[src/rtl/pnq_pkg.sv]
package pnq_pkg;
  localparam int PERIOD_W = 7;
  localparam int CODE_W   = 4;
  localparam int NOTES    = 12;

  // entry i sits at bits [i*PERIOD_W +: PERIOD_W]; index 0 = C
  localparam logic [NOTES*PERIOD_W-1:0] DEFAULT_TABLE = {
    7'h21, 7'h23, 7'h25, 7'h27, 7'h29, 7'h2B,
    7'h2E, 7'h31, 7'h34, 7'h37, 7'h3A, 7'h3E
  };

  typedef struct packed {
    logic load;
    logic dec;
  } ctrl_t;
endpackage

[src/rtl/pnq_lookup.sv]
module pnq_lookup
  import pnq_pkg::*;
#(
  parameter int PW = PERIOD_W,
  parameter int CW = CODE_W,
  parameter int NN = NOTES,
  parameter logic [NN*PW-1:0] TABLE = DEFAULT_TABLE
) (
  input  logic [PW-1:0] cntVal,
  output logic          hit,
  output logic [CW-1:0] hitCode
);
  logic [NN-1:0] eqVec;

  for (genvar i = 0; i < NN; i++) begin : gCmp
    assign eqVec[i] = (cntVal == TABLE[i*PW +: PW]);
  end

  always_comb begin
    hitCode = '0;
    for (int i = NN - 1; i >= 0; i--) begin
      if (eqVec[i]) hitCode = CW'(i);
    end
  end

  assign hit = |eqVec;
endmodule

[src/rtl/pnq_control.sv]
module pnq_control
  import pnq_pkg::*;
#(
  parameter int PW = PERIOD_W
) (
  input  logic          loadStb,
  input  logic          hit,
  input  logic [PW-1:0] cntVal,
  output ctrl_t         ctrl
);
  logic aboveFloor;

  // above 21H: bit 6, or bit 5 with any of bits 4..1
  assign aboveFloor = cntVal[PW-1] | (cntVal[PW-2] & (|cntVal[PW-3:1]));

  always_comb begin
    ctrl.load = loadStb;
    ctrl.dec  = !loadStb && !hit && aboveFloor;
  end
endmodule

[src/rtl/pnq_datapath.sv]
module pnq_datapath
  import pnq_pkg::*;
#(
  parameter int PW = PERIOD_W,
  parameter int CW = CODE_W,
  parameter int NN = NOTES,
  parameter logic [NN*PW-1:0] TABLE = DEFAULT_TABLE
) (
  input  logic          clk,
  input  logic          rstN,
  input  ctrl_t         ctrl,
  input  logic [PW-1:0] periodIn,
  output logic [PW-1:0] cntVal,
  output logic          hit,
  output logic [CW-1:0] noteReg
);
  logic [CW-1:0] hitCode;

  always_ff @(posedge clk or negedge rstN) begin
    if (!rstN)          cntVal <= '0;
    else if (ctrl.load) cntVal <= periodIn;
    else if (ctrl.dec)  cntVal <= cntVal - 1'b1;
  end

  pnq_lookup #(.PW(PW), .CW(CW), .NN(NN), .TABLE(TABLE)) uLookup (
    .cntVal (cntVal),
    .hit    (hit),
    .hitCode(hitCode)
  );

  always_ff @(posedge clk or negedge rstN) begin
    if (!rstN)    noteReg <= '0;
    else if (hit) noteReg <= hitCode;
  end

  AST_HIT_WRITES: assert property (@(posedge clk) disable iff (!rstN)
    hit |=> noteReg == $past(hitCode));
  AST_HOLD_SEARCH: assert property (@(posedge clk) disable iff (!rstN)
    !hit |=> $stable(noteReg));
  AST_CODE_LEGAL: assert property (@(posedge clk) disable iff (!rstN)
    noteReg < CW'(NN));
endmodule

[src/rtl/period_note_quantizer.sv]
module period_note_quantizer
  import pnq_pkg::*;
#(
  parameter int PW = PERIOD_W,
  parameter int CW = CODE_W,
  parameter int NN = NOTES,
  parameter logic [NN*PW-1:0] TABLE = DEFAULT_TABLE
) (
  input  logic          clk,
  input  logic          rstN,
  input  logic          loadStb,
  input  logic [PW-1:0] periodIn,
  output logic [CW-1:0] noteCode,
  output logic          noteHit
);
  localparam logic [PW-1:0] FLOOR_P = PW'(8'h22);

  ctrl_t         ctrl;
  logic [PW-1:0] cntVal;
  logic          hit;

  pnq_control #(.PW(PW)) uCtrl (
    .loadStb(loadStb),
    .hit    (hit),
    .cntVal (cntVal),
    .ctrl   (ctrl)
  );

  pnq_datapath #(.PW(PW), .CW(CW), .NN(NN), .TABLE(TABLE)) uData (
    .clk     (clk),
    .rstN    (rstN),
    .ctrl    (ctrl),
    .periodIn(periodIn),
    .cntVal  (cntVal),
    .hit     (hit),
    .noteReg (noteCode)
  );

  assign noteHit = hit;

  AST_LOAD_WINS: assert property (@(posedge clk) disable iff (!rstN)
    loadStb |=> cntVal == $past(periodIn));
  AST_STEP_DOWN: assert property (@(posedge clk) disable iff (!rstN)
    (!loadStb && !noteHit && cntVal >= FLOOR_P) |=> cntVal == $past(cntVal) - 1'b1);
  AST_NO_COUNT_LOW: assert property (@(posedge clk) disable iff (!rstN)
    (!loadStb && cntVal < FLOOR_P) |=> $stable(cntVal));
  AST_MATCH_STOPS: assert property (@(posedge clk) disable iff (!rstN)
    (!loadStb && noteHit) |=> $stable(cntVal) && noteHit);
endmodule

[config.mk]
export PLATFORM = sky130hd
export DESIGN_NAME = period_note_quantizer
export DESIGN_NICKNAME = d
export VERILOG_FILES = /design/src/rtl/pnq_pkg.sv /design/src/rtl/pnq_lookup.sv /design/src/rtl/pnq_control.sv /design/src/rtl/pnq_datapath.sv /design/src/rtl/period_note_quantizer.sv
export SDC_FILE = /design/constraint.sdc
export NUM_CORES = 1
export LEC_CHECK = 0
export BUFFER_PORTS_ARGS = -buffer_cell sky130_fd_sc_hd__clkbuf_2
export CORE_MARGIN = 5
export CORE_UTILIZATION = 40
export CTS_CLUSTER_SIZE = 16
export DETAILED_ROUTE_END_ITERATION = 7
export GPL_TIMING_DRIVEN = 0
export PLACE_DENSITY = 0.61
export SYNTH_ARGS = -nofsm -noshare
export SYNTH_HDL_FRONTEND = slang
export SYNTH_HIERARCHICAL = 1
export SYNTH_SLANG_ARGS = --single-unit
[constraint.sdc]
create_clock -name clk -period 4.1 [get_ports clk]
set_input_delay 0.615 -clock clk [delete_from_list [all_inputs] [get_ports clk]]
set_output_delay 0.615 -clock clk [all_outputs]
set_load 0.05 [all_outputs]
==> results.cfg <==
[sta]
whs_ps = 219.6
setup_viol = 0
period_needed_ps = 2957
fin_setup_tns_ps = 0
worst_slew_pin_slew_ps = 778.6
fin_crit_sh_pct = 72.12
slew_headroom_pct = 47.78
hold_viol_final = 0
fmax_mhz = 338.2
rsz0062_at_grt = false
maxSlewViolCount = 0
skew_ps = 0.6547

[setup_path]
worstSetupEndpoint = uData/cntVal[5]$_DFFE_PN0P_
r2r_start = uData/cntVal[4]$_DFFE_PN0P_
cp.arrival_ps = 3100
crit_family = compound AO/OA/AOI/OAI gates
rr_worst_depth = 8
crit_type = register to register
start_kind = register
cp-end-kind = register
critPathRequiredTime_ps = 4250
critPathLaunch = uData/cntVal[4]$_DFFE_PN0P_
r2r_setup_slack_ps = 1140
max_stage_delay_ps = 720
critical_path_depth = 8
crit_path_cell_trace = buf_4 > a21bo_1 > a221oi_2 > o22ai_1 > a211oi_1 > nor3b_4 > a21oi_1 > a311o_1
timing.rr.end = uData/cntVal[5]$_DFFE_PN0P_
path_buf_inv = 1
slowest_stage = a211oi_1
path_max_fanout = 10

[clock_network]
cts_tree = yes
clk_pin_slew_ps = 70
cts_setup_buffers = 0
numCtsBuffers = 3
cts-resized-gates = 0
ctsHoldBuffers = 0
htree_levels = 1
cts.sinks = 11
root_buffer = clkbuf_4
clkLatencyLatePin_ps = 260
cts.path.max_buffers = 2

[power]
p_leak_nw = 0.4227
p_sw_share_pct = 38.46
p_per_area_nw_per_um2 = 374.8
p_clk_share_pct = 20.2
p_sw_mw = 0.1364
max-vdd-ir-drop_mv = 0.1750
combPwrFrac_pct = 37.9
p_int_mw = 0.2182
seqPwrFrac_pct = 41.9

[synthesis]
synth_edf_count = 0
ys_top_cells_by_area = dfrtp_1 34%, mux2_2 5.5%, nand2_1 3.2%, xnor2_1 3.2%, and4bb_1 3.1%
synthFlopType = dfrtp_1
avgSynthCellArea_um2 = 9.597
syn_inst = 85
synth_largest_area_cell = dfrtp_1
syn_nets = 96
synth_area_um2 = 815.8
synthArstFlopShare_pct = 100.0
synth_cell_types = 38
ys_ff_latch = 11
synth.top_cells.by_count = 11 x dfrtp_1, 7 x nand2_1, 5 x o21ai_0
yosysWarnings = 6
yosysMostFrequentCell = dfrtp_1
ys_seq_area_share_pct = 33.74
synth_top_area_share_pct = 33.74

[grt]
grt_max_degree = 14
grt_usage_pct = 12.56
antenna_found_initial = 0
grt_pass1_vias = 669
grt_first_pass_wirelength_mm = 2.808
grt-ovfl-total = 0

[drt]
vias_per_cell = 5.062
num_vias = 658
avgRoutedWirePerCell_um = 11.76
drtIter0Drc = 8
drcViolationCount = 0
totalWireLength_mm = 1.529
ant_nets = 0
drt_first_pass_iters = 4

[place]
port_buffers = 14
dp_hpwl_mm = 1.152
dp_cells = 126
gp_congestion = 0.7132

[floorplanning]
placementRows = 16
fp.dieH_um = 55.16
core-area_um2 = 1962
top_level_ports = 15
chipWidth_um = 55.16
die-area_um2 = 3043
start_util_pct = 41.58

[layout]
num_antenna_cells = 0
area_growth_pct = 15.95
final_util_pct = 48.21
nFillCells = 204
nets = 115
fin_cells = 130
drive_above_1_share_pct = 32.04

[flow_run]
drv_cap = 0

[status]
outcome = finished clean

[worst_hold_path]
hold_path_class = primary input to asynchronous set/reset pin
[worst min path at each step]
stage	start	end	slack (ps)	depth (start not counted)
2_1_floorplan	rstN	uData/cntVal[0]$_DFFE_PN0P_	320	0
3_3_place_gp	uData/noteReg[1]$_DFFE_PN0P_	uData/noteReg[1]$_DFFE_PN0P_	490	1
3_5_place_dp	uData/noteReg[1]$_DFFE_PN0P_	uData/noteReg[1]$_DFFE_PN0P_	500	1
4_1_cts	rstN	uData/cntVal[1]$_DFFE_PN0P_	220	1
5_1_grt	rstN	uData/cntVal[6]$_DFFE_PN0P_	230	1
6_report	rstN	uData/cntVal[1]$_DFFE_PN0P_	220	1
[metal layers]
metal | track usage, % | wire, um | vias to the layer above
li1 | - | - | 344
met1 | 17.13 | 754 | 308
met2 | 19.29 | 732 | 4
met3 | 2.681 | 34 | 2
met4 | 4.858 | 9 | 0
met5 | 0 | 0 | -
[power groups by stage]
stage	logic [mW]	registers (mW)	clock network (mW)
after detailed placement	0.135	0.151	0
after floorplan	0.0858	0.168	0
after CTS	0.135	0.149	0.0745
after global placement	0.132	0.151	0
final	0.134	0.149	0.0717
after global routing	0.149	0.152	0.0817
[sequential cells by signal (all words and copies together) (netlist names)]
signal and count:
uData/cntVal 7, uData/noteReg 4
[cells by family after synthesis]
family / Yosys count / synth area share (%)
xor+xnor: 5 / 5.369
flops: 11 / 33.74
buf+inv: 9 / 5.367
compound gates: 22 / 19.78
simple gates: 32 / 27.45
mux: 5 / 6.748
fa+ha+maj: 1 / 1.533
[per-stage QoR]
step                      cell area [um2]  power (mW)  setup WS [ps]
after CTS                           945.9      0.3581           1151
after global routing                945.9      0.3832          870.1
final                               945.9      0.3545           1143
after floorplan                     815.8      0.2535           1126
after detailed placement            919.6      0.2854           1148
after global placement              919.6      0.2827           1162
[cell type report]
class	count	area [um2]	area share, %
flip-flops and latches	11	275.3	29.10
inverters	4	15.01	1.587
multi-input cells	65	496.7	52.51
repair buffers	14	70.07	7.407
clock buffers	4	26.28	2.778
well taps	27	33.78	3.571
plain buffers	5	28.78	3.042
[cell usage in the layout (no fill, tap or decap), types with 3 or more instances in the layout]
| cell type | n |
|---|---|
| mux2_2 | 4 |
| nor2_1 | 4 |
| o21ai_0 | 5 |
| nand2_1 | 7 |
| inv_1 | 4 |
| clkbuf_2 | 14 |
| clkbuf_4 | 3 |
| o21ai_1 | 3 |
| a21oi_1 | 3 |
| nand2b_1 | 4 |
| xnor2_1 | 3 |
| dfrtp_1 | 11 |
Power figures use the tool's default switching activity.
